`src/rtl/hmpPkg.sv`:
```
package hmpPkg;
  typedef enum logic [2:0] {
    ST_IDLE,
    ST_RDREQ,
    ST_RDRESP,
    ST_RDLOW,
    ST_WRREQ,
    ST_WRACK
  } hmpState_e;

  // strobes from control to datapath, one cycle each
  typedef struct packed {
    logic ldHost;    // host address latch into control register
    logic capWr;     // capture bus value as write data
    logic holdWr;    // park first program half in holding register
    logic takeRd;    // take memory read data
    logic takeLow;   // present held low byte
    logic bump;      // step the address
    logic dropHalf;  // clear pending half
  } hmpStrobe_t;
endpackage

```
`src/rtl/hmpSync.sv`:
```
module hmpSync #(
  parameter int NUM    = 4,
  parameter int STAGES = 2
) (
  input  logic           clk,
  input  logic           rstN,
  input  logic [NUM-1:0] pinN,
  output logic [NUM-1:0] active
);
  for (genvar g = 0; g < NUM; g++) begin : gSync
    logic [STAGES-1:0] chain;
    always_ff @(posedge clk or negedge rstN) begin
      if (!rstN) chain <= '0;
      else       chain <= {chain[STAGES-2:0], ~pinN[g]};
    end
    assign active[g] = chain[STAGES-1];
  end
endmodule

```
`src/rtl/hmpCtrl.sv`:
```
module hmpCtrl
  import hmpPkg::*;
(
  input  logic       clk,
  input  logic       rstN,
  input  logic       selA,
  input  logic       rdA,
  input  logic       wrA,
  input  logic       aleA,
  input  logic       isData,
  input  logic       halfPend,
  input  logic       stealGnt,
  output hmpStrobe_t strobe,
  output logic       hostBusy,
  output logic       stealReq,
  output logic       memRdEn,
  output logic       memWrEn
);
  hmpState_e state, nextState;
  logic rdPrev, wrPrev, alePrev;
  logic rdAct, wrAct, aleAct;
  logic rdStart, wrStart, aleStart;

  assign rdAct  = selA & rdA;
  assign wrAct  = selA & wrA;
  assign aleAct = selA & aleA;
  assign rdStart  = rdAct & ~rdPrev;
  assign wrStart  = wrAct & ~wrPrev;
  assign aleStart = aleAct & ~alePrev;

  always_ff @(posedge clk or negedge rstN) begin
    if (!rstN) begin
      state   <= ST_IDLE;
      rdPrev  <= 1'b0;
      wrPrev  <= 1'b0;
      alePrev <= 1'b0;
    end else begin
      state   <= nextState;
      rdPrev  <= rdAct;
      wrPrev  <= wrAct;
      alePrev <= aleAct;
    end
  end

  always_comb begin
    nextState = state;
    strobe    = '0;
    memRdEn   = 1'b0;
    memWrEn   = 1'b0;
    case (state)
      ST_IDLE: begin
        if (aleStart) begin
          strobe.ldHost = 1'b1;
        end else if (rdStart) begin
          nextState = (!isData && halfPend) ? ST_RDLOW : ST_RDREQ;
        end else if (wrStart) begin
          if (!isData && !halfPend) begin
            strobe.holdWr = 1'b1;
            nextState     = ST_WRACK;
          end else begin
            strobe.capWr = 1'b1;
            nextState    = ST_WRREQ;
          end
        end
      end
      ST_RDREQ: begin
        if (stealGnt) begin
          memRdEn   = 1'b1;
          nextState = ST_RDRESP;
        end
      end
      ST_RDRESP: begin
        strobe.takeRd = 1'b1;
        strobe.bump   = isData;
        nextState     = ST_IDLE;
      end
      ST_RDLOW: begin
        strobe.takeLow  = 1'b1;
        strobe.bump     = 1'b1;
        strobe.dropHalf = 1'b1;
        nextState       = ST_IDLE;
      end
      ST_WRREQ: begin
        if (stealGnt) begin
          memWrEn         = 1'b1;
          strobe.bump     = 1'b1;
          strobe.dropHalf = 1'b1;
          nextState       = ST_IDLE;
        end
      end
      ST_WRACK: nextState = ST_IDLE;
      default:  nextState = ST_IDLE;
    endcase
  end

  assign hostBusy = (state != ST_IDLE);
  assign stealReq = (state == ST_RDREQ) || (state == ST_WRREQ);
endmodule

```
`src/rtl/hmpData.sv`:
```
module hmpData
  import hmpPkg::*;
#(
  parameter int BUS_W  = 16,
  parameter int ADDR_W = 14,
  parameter int WORD_W = 24
) (
  input  logic              clk,
  input  logic              rstN,
  input  hmpStrobe_t        strobe,
  input  logic [BUS_W-1:0]  busIn,
  input  logic              coreCtlWr,
  input  logic [BUS_W-1:0]  coreCtlData,
  input  logic [WORD_W-1:0] memRdData,
  output logic [BUS_W-1:0]  busOut,
  output logic [ADDR_W-1:0] memAddr,
  output logic [WORD_W-1:0] memWrData,
  output logic              isData,
  output logic              halfPend,
  output logic [BUS_W-1:0]  ctlRegOut
);
  localparam int LOW_W = WORD_W - BUS_W;
  localparam int PAD_W = BUS_W - ADDR_W - 1;

  logic [BUS_W-1:0]  busReg;
  logic [ADDR_W-1:0] ctlAddr;
  logic [BUS_W-1:0]  halfData;
  logic [BUS_W-1:0]  wrCap;
  logic [BUS_W-1:0]  outReg;
  logic              unusedCoreTop;

  assign unusedCoreTop = ^coreCtlData[BUS_W-1:ADDR_W+1];

  always_ff @(posedge clk or negedge rstN) begin
    if (!rstN) busReg <= '0;
    else       busReg <= busIn;
  end

  // control register: host latch, then core write, then auto step
  always_ff @(posedge clk or negedge rstN) begin
    if (!rstN) begin
      ctlAddr <= '0;
      isData  <= 1'b0;
    end else if (strobe.ldHost) begin
      ctlAddr <= busReg[ADDR_W-1:0];
      isData  <= busReg[ADDR_W];
    end else if (coreCtlWr) begin
      ctlAddr <= coreCtlData[ADDR_W-1:0];
      isData  <= coreCtlData[ADDR_W];
    end else if (strobe.bump) begin
      ctlAddr <= ctlAddr + 1'b1;
    end
  end

  // holding register for the split program word
  always_ff @(posedge clk or negedge rstN) begin
    if (!rstN) begin
      halfPend <= 1'b0;
      halfData <= '0;
    end else if (strobe.ldHost || coreCtlWr) begin
      halfPend <= 1'b0;
    end else if (strobe.holdWr) begin
      halfPend <= 1'b1;
      halfData <= busReg;
    end else if (strobe.takeRd && !isData) begin
      halfPend <= 1'b1;
      halfData <= {{(BUS_W-LOW_W){1'b0}}, memRdData[LOW_W-1:0]};
    end else if (strobe.dropHalf) begin
      halfPend <= 1'b0;
    end
  end

  always_ff @(posedge clk or negedge rstN) begin
    if (!rstN)             wrCap <= '0;
    else if (strobe.capWr) wrCap <= busReg;
  end

  // read output register doubles as the short-read prefetch buffer
  always_ff @(posedge clk or negedge rstN) begin
    if (!rstN) begin
      outReg <= '0;
    end else if (strobe.takeRd) begin
      outReg <= isData ? memRdData[BUS_W-1:0] : memRdData[WORD_W-1:LOW_W];
    end else if (strobe.takeLow) begin
      outReg <= {{(BUS_W-LOW_W){1'b0}}, halfData[LOW_W-1:0]};
    end
  end

  assign busOut    = outReg;
  assign memAddr   = ctlAddr;
  assign memWrData = isData ? {{LOW_W{1'b0}}, wrCap}
                            : {halfData, wrCap[LOW_W-1:0]};
  assign ctlRegOut = {{PAD_W{1'b0}}, isData, ctlAddr};
endmodule

```
`src/rtl/hostMemPort.sv`:
```
module hostMemPort
  import hmpPkg::*;
#(
  parameter int BUS_W   = 16,
  parameter int ADDR_W  = 14,
  parameter int WORD_W  = 24,
  parameter int SYNC_ST = 2
) (
  input  logic              clk,
  input  logic              rstN,
  input  logic              hostSelN,
  input  logic              hostRdN,
  input  logic              hostWrN,
  input  logic              hostAleN,
  input  logic [BUS_W-1:0]  busIn,
  output logic [BUS_W-1:0]  busOut,
  output logic              busOe,
  output logic              hostBusy,
  input  logic              coreCtlWr,
  input  logic [BUS_W-1:0]  coreCtlData,
  output logic [BUS_W-1:0]  ctlRegOut,
  output logic              stealReq,
  input  logic              stealGnt,
  output logic [ADDR_W-1:0] memAddr,
  output logic              memIsData,
  output logic              memRdEn,
  output logic              memWrEn,
  output logic [WORD_W-1:0] memWrData,
  input  logic [WORD_W-1:0] memRdData
);
  logic [3:0] pinAct;
  hmpStrobe_t strobe;
  logic isData, halfPend;

  hmpSync #(.NUM(4), .STAGES(SYNC_ST)) u_sync (
    .clk(clk), .rstN(rstN),
    .pinN({hostAleN, hostWrN, hostRdN, hostSelN}),
    .active(pinAct)
  );

  hmpCtrl u_ctrl (
    .clk(clk), .rstN(rstN),
    .selA(pinAct[0]), .rdA(pinAct[1]), .wrA(pinAct[2]), .aleA(pinAct[3]),
    .isData(isData), .halfPend(halfPend), .stealGnt(stealGnt),
    .strobe(strobe), .hostBusy(hostBusy), .stealReq(stealReq),
    .memRdEn(memRdEn), .memWrEn(memWrEn)
  );

  hmpData #(.BUS_W(BUS_W), .ADDR_W(ADDR_W), .WORD_W(WORD_W)) u_data (
    .clk(clk), .rstN(rstN), .strobe(strobe), .busIn(busIn),
    .coreCtlWr(coreCtlWr), .coreCtlData(coreCtlData), .memRdData(memRdData),
    .busOut(busOut), .memAddr(memAddr), .memWrData(memWrData),
    .isData(isData), .halfPend(halfPend), .ctlRegOut(ctlRegOut)
  );

  assign busOe     = ~hostSelN & ~hostRdN;
  assign memIsData = isData;
endmodule

```
`config.mk`:
```
export PLATFORM = sky130hd
export DESIGN_NAME = hostMemPort
export DESIGN_NICKNAME = d
export VERILOG_FILES = /design/src/rtl/hmpPkg.sv /design/src/rtl/hmpSync.sv /design/src/rtl/hmpCtrl.sv /design/src/rtl/hmpData.sv /design/src/rtl/hostMemPort.sv
export SDC_FILE = /design/constraint.sdc
export NUM_CORES = 1
export LEC_CHECK = 0
export BUFFER_PORTS_ARGS = -buffer_cell sky130_fd_sc_hd__buf_4
export CORE_ASPECT_RATIO = 0.75
export CORE_MARGIN = 3
export CORE_UTILIZATION = 38
export DETAILED_ROUTE_END_ITERATION = 12
export MAX_ROUTING_LAYER = met4
export SLEW_MARGIN = 20
export SYNTH_ARGS = -nofsm -noshare
export SYNTH_HDL_FRONTEND = slang
export SYNTH_SLANG_ARGS = --single-unit
```
`constraint.sdc`:
```
create_clock -name clk -period 6.2 [get_ports clk]
set_input_delay 0 -clock clk [delete_from_list [all_inputs] [get_ports clk]]
set_output_delay 0 -clock clk [all_outputs]
set_load 0.01 [all_outputs]
```
==> flow_summary.json <==
{
  "place.port_buffers": 137,
  "diodes": 0,
  "worstSetupPathDepth": 4,
  "cts_setup_buffers": 0,
  "setup.worst_path.class": "register to register",
  "slowest_delay_ps": 680,
  "gp_congestion": 0.796,
  "setup-tns-final_ps": 0,
  "cp_data_arrival_time_ps": 3260,
  "synthFlopType": "dfrtp_1",
  "coreArea_um2": 11200,
  "cts.sinks": 94,
  "pin_count": 140,
  "numCtsBuffers": 9,
  "power.total_mw": 2.65,
  "cts.clk_slew.worst_paths_ps": 60,
  "cts_buffer_depth": 2,
  "fillerInstances": 1003,
  "r2r-end": "u_data.wrCap[0]",
  "fp.dieH_um": 100,
  "fp.dieW_um": 131,
  "cts_root_buf": "clkbuf_16",
  "fin_cells": 736,
  "finalCriticalPeriod_ps": 3040,
  "whs_ps": 8.81,
  "reg2reg_from": "u_ctrl.state[0]",
  "htreeDepth": 3,
  "swShare_pct": 36.2,
  "drcViolationCount": 0,
  "postLayoutCoreUtil_pct": 55.0,
  "track_usage_pct": 19.6,
  "pwr-share-seq_pct": 40.2,
  "worst_path_max_delay_cell": "dfrtp_1",
  "start_util_pct": 39.9,
  "rr_worst_depth": 4,
  "cp_cell_sequence": "or3_1, or4_4, nor2_2, mux2_2",
  "ant_nets": 0,
  "power_density_nw_per_um2": 428,
  "vdd_drop_max_v": 0.000184,
  "via_per_inst": 5.06,
  "p_int_mw": 1.69,
  "clkPwrFrac_pct": 19.3,
  "first_global_vias": 3638,
  "end_kind": "register",
  "fin_crit_sh_pct": 49.0,
  "rsz0062_at_grt": "false",
  "grt_max_degree": 68,
  "seq_area_frac_synth_pct": 52.5,
  "start_kind": "register",
  "insertion_delay_ps": 340,
  "setup_viol": 0,
  "finClkSkew_ps": 4.49,
  "first_iter_violations": 265,
  "drv_cap": 0,
  "slew_headroom_pct": 31.2,
  "wl_um": 12400,
  "dp.final_hpwl_um": 8520,
  "worst-path-buf-inv": 0,
  "syn_to_final_growth_pct": 37.9,
  "r2r_slack_ps": 3160,
  "placed_cells": 673,
  "p_leak_nw": 2.89,
  "finalHoldViolCount": 0,
  "cp-endpoint": "u_data.wrCap[0]",
  "netlist_area_um2": 4480,
  "hold_class": "input pin to register",
  "ys_async_sr_fraction_pct": 100,
  "combinationalPowerShare_pct": 40.5,
  "worstMarginPinSlew_ps": 1020,
  "slew_violations": 0,
  "drt-pass1-iter-count": 4,
  "status": "complete, no violations",
  "startpoint": "u_ctrl.state[0]",
  "layout-drive-gt1-share_pct": 32.1,
  "dieArea_um2": 13100,
  "ys_ff_latch": 94,
  "syn_nets": 492,
  "multi_input_area_um2": 1810,
  "worstPathMaxFanout": 26,
  "via_count": 3721,
  "wire_per_inst_um": 16.8,
  "cp_top_family": "simple AND/OR/NAND/NOR gates",
  "seqCellArea_um2": 2350,
  "grt_antenna_before_repair": 0,
  "avgSynthCellArea_um2": 10.5,
  "required_ps": 6420,
  "p_sw_mw": 0.959,
  "grt_overflow": 0,
  "cts_tree": "yes",
  "synth_cells": 427,
  "yosysUniqueCellTypes": 52,
  "ys_warn_count": 0,
  "final_nets": 639,
  "fmaxAchievable_mhz": 329,
  "synth_edf_count": 0,
  "floorplan.rows": 33,
  "grt_pass1_wl_um": 19800
}
[cells in the mapped netlist, types with 2 or more instances]
| library cell | n | area share (%) |
|---|---|---|
| nor3_1 | 6 | 0.67 |
| xor2_1 | 2 | 0.39 |
| and3_1 | 6 | 0.84 |
| o31a_1 | 2 | 0.39 |
| nor4_1 | 2 | 0.28 |
| nand2_1 | 43 | 3.6 |
| mux2i_1 | 19 | 4.2 |
| o21ai_0 | 29 | 3.2 |
| or3_1 | 4 | 0.56 |
| a31oi_1 | 7 | 0.98 |
| xnor2_1 | 6 | 1.2 |
| nand2b_1 | 3 | 0.42 |
| nor2_1 | 31 | 2.6 |
| buf_6 | 2 | 0.50 |
| buf_2 | 3 | 0.34 |
| nor2_2 | 2 | 0.28 |
| a21o_1 | 3 | 0.50 |
| a2bb2oi_1 | 8 | 1.6 |
| buf_4 | 24 | 4.0 |
| o31ai_1 | 5 | 0.84 |
| clkbuf_1 | 18 | 1.5 |
| a22o_1 | 8 | 1.6 |
| dfrtp_1 | 94 | 53 |
| nor2b_1 | 11 | 1.5 |
| mux2_2 | 24 | 6.0 |
| and2_1 | 2 | 0.28 |
| a211oi_1 | 3 | 0.50 |
| a21oi_1 | 16 | 1.8 |
| nand3_1 | 2 | 0.22 |
| o22ai_1 | 8 | 1.1 |
| buf_1 | 3 | 0.25 |
| nand4_1 | 5 | 0.70 |
| inv_1 | 7 | 0.59 |
[routing by layer]
| metal | GRT usage (%) | vias to the layer above | wire (um) |
|---|---|---|---|
| li1 | - | 1782 | - |
| met1 | 26.7 | 1793 | 5860 |
| met2 | 29.9 | 134 | 5550 |
| met3 | 5.11 | 12 | 842 |
| met4 | 4.36 | 0 | 131 |
| met5 | - | - | 0 |
[stage by stage]
stage / instance area (um^2) / setup slack (ps)
after floorplan: 4480 / 3720
after global placement: 5430 / 3230
after detailed placement: 5430 / 3170
after CTS: 6180 / 3160
after global routing: 6180 / 2980
final: 6180 / 3160
[power by group through the flow]
stage	clock network [mW]	logic, mW	registers, mW
after floorplan	0	0.688	0.991
after global placement	0	1.02	1.06
after detailed placement	0	1.04	1.07
after CTS	0.525	1.08	1.06
after global routing	0.551	1.17	1.10
final	0.510	1.07	1.06
[registers in the layout, indices dropped and copies added (netlist names), 3 cells and up]
name and cells:
u_data.wrCap 16, u_data.memAddr 14, u_data.busReg 16, u_ctrl.state 3, u_data.busOut 16, u_data.halfData 16, u_sync.gSync.chain 8
[worst reg2reg max path, cell delays in order (launching register included)]
cell and delay (ps):
dfrtp_1 680, or3_1 590, or4_4 580, nor2_2 650
mux2_2 420
[worst min path at each step]
stage	end	slack, ps	cells after the start	start
2_1_floorplan	u_ctrl.alePrev	-300	0	rstN
3_3_place_gp	u_data.busReg[2]	-70	1	rstN
3_5_place_dp	u_data.busReg[1]	-60	1	rstN
4_1_cts	u_data.halfData[0]	6	3	memRdData[0]
5_1_grt	u_data.halfData[0]	2	3	memRdData[0]
6_report	u_data.halfData[4]	9	3	memRdData[4]
[cell type report]
type / instances / area share [%]
repair buffers: 186 / 24.5
well taps: 157 / 3.18
clock buffers: 11 / 3.93
flip-flops and latches: 94 / 38.1
clock inverters: 5 / 0.567
inverters: 7 / 0.425
multi-input cells: 276 / 29.3
[timing repair]
item	in CTS	in global routing
hold buffers	47	0
gates resized for setup	0	0
hold endpoints to repair	65	0
[cell usage in the layout, fill, tap and decap left out, types with 3 or more instances in the layout]
master | Yosys | layout
a211oi_1 | 3 | 3
a21o_1 | 3 | 3
a21oi_1 | 16 | 16
a22o_1 | 8 | 8
a2bb2oi_1 | 8 | 8
a31oi_1 | 7 | 7
and3_1 | 6 | 6
buf_4 | 24 | 139
clkbuf_16 | 0 | 9
dfrtp_1 | 94 | 93
dlygate4sd3_1 | 0 | 47
inv_1 | 7 | 7
mux2_2 | 24 | 24
mux2i_1 | 19 | 19
nand2_1 | 43 | 43
nand2b_1 | 3 | 3
nand4_1 | 5 | 5
nor2_1 | 31 | 31
nor2b_1 | 11 | 11
nor3_1 | 6 | 5
o21ai_0 | 29 | 29
o22ai_1 | 8 | 8
o31ai_1 | 5 | 5
or3_1 | 4 | 4
xnor2_1 | 6 | 6
[cells by family (layout without fill, tap and decap cells)]
family	count (synthesis)	after routing	share of synthesized area, %
xor gates and xnor gates	8	8	1.56
other	1	1	0.0837
DFF	94	94	52.5
muxes	43	43	10.3
and+or+nand+nor	123	123	13.3
adders and majority gates	1	1	0.279
AOI/OAI and AO/OA	100	100	14.8
buffers and inverters	57	209	7.21
Power figures use the tool's default switching activity.
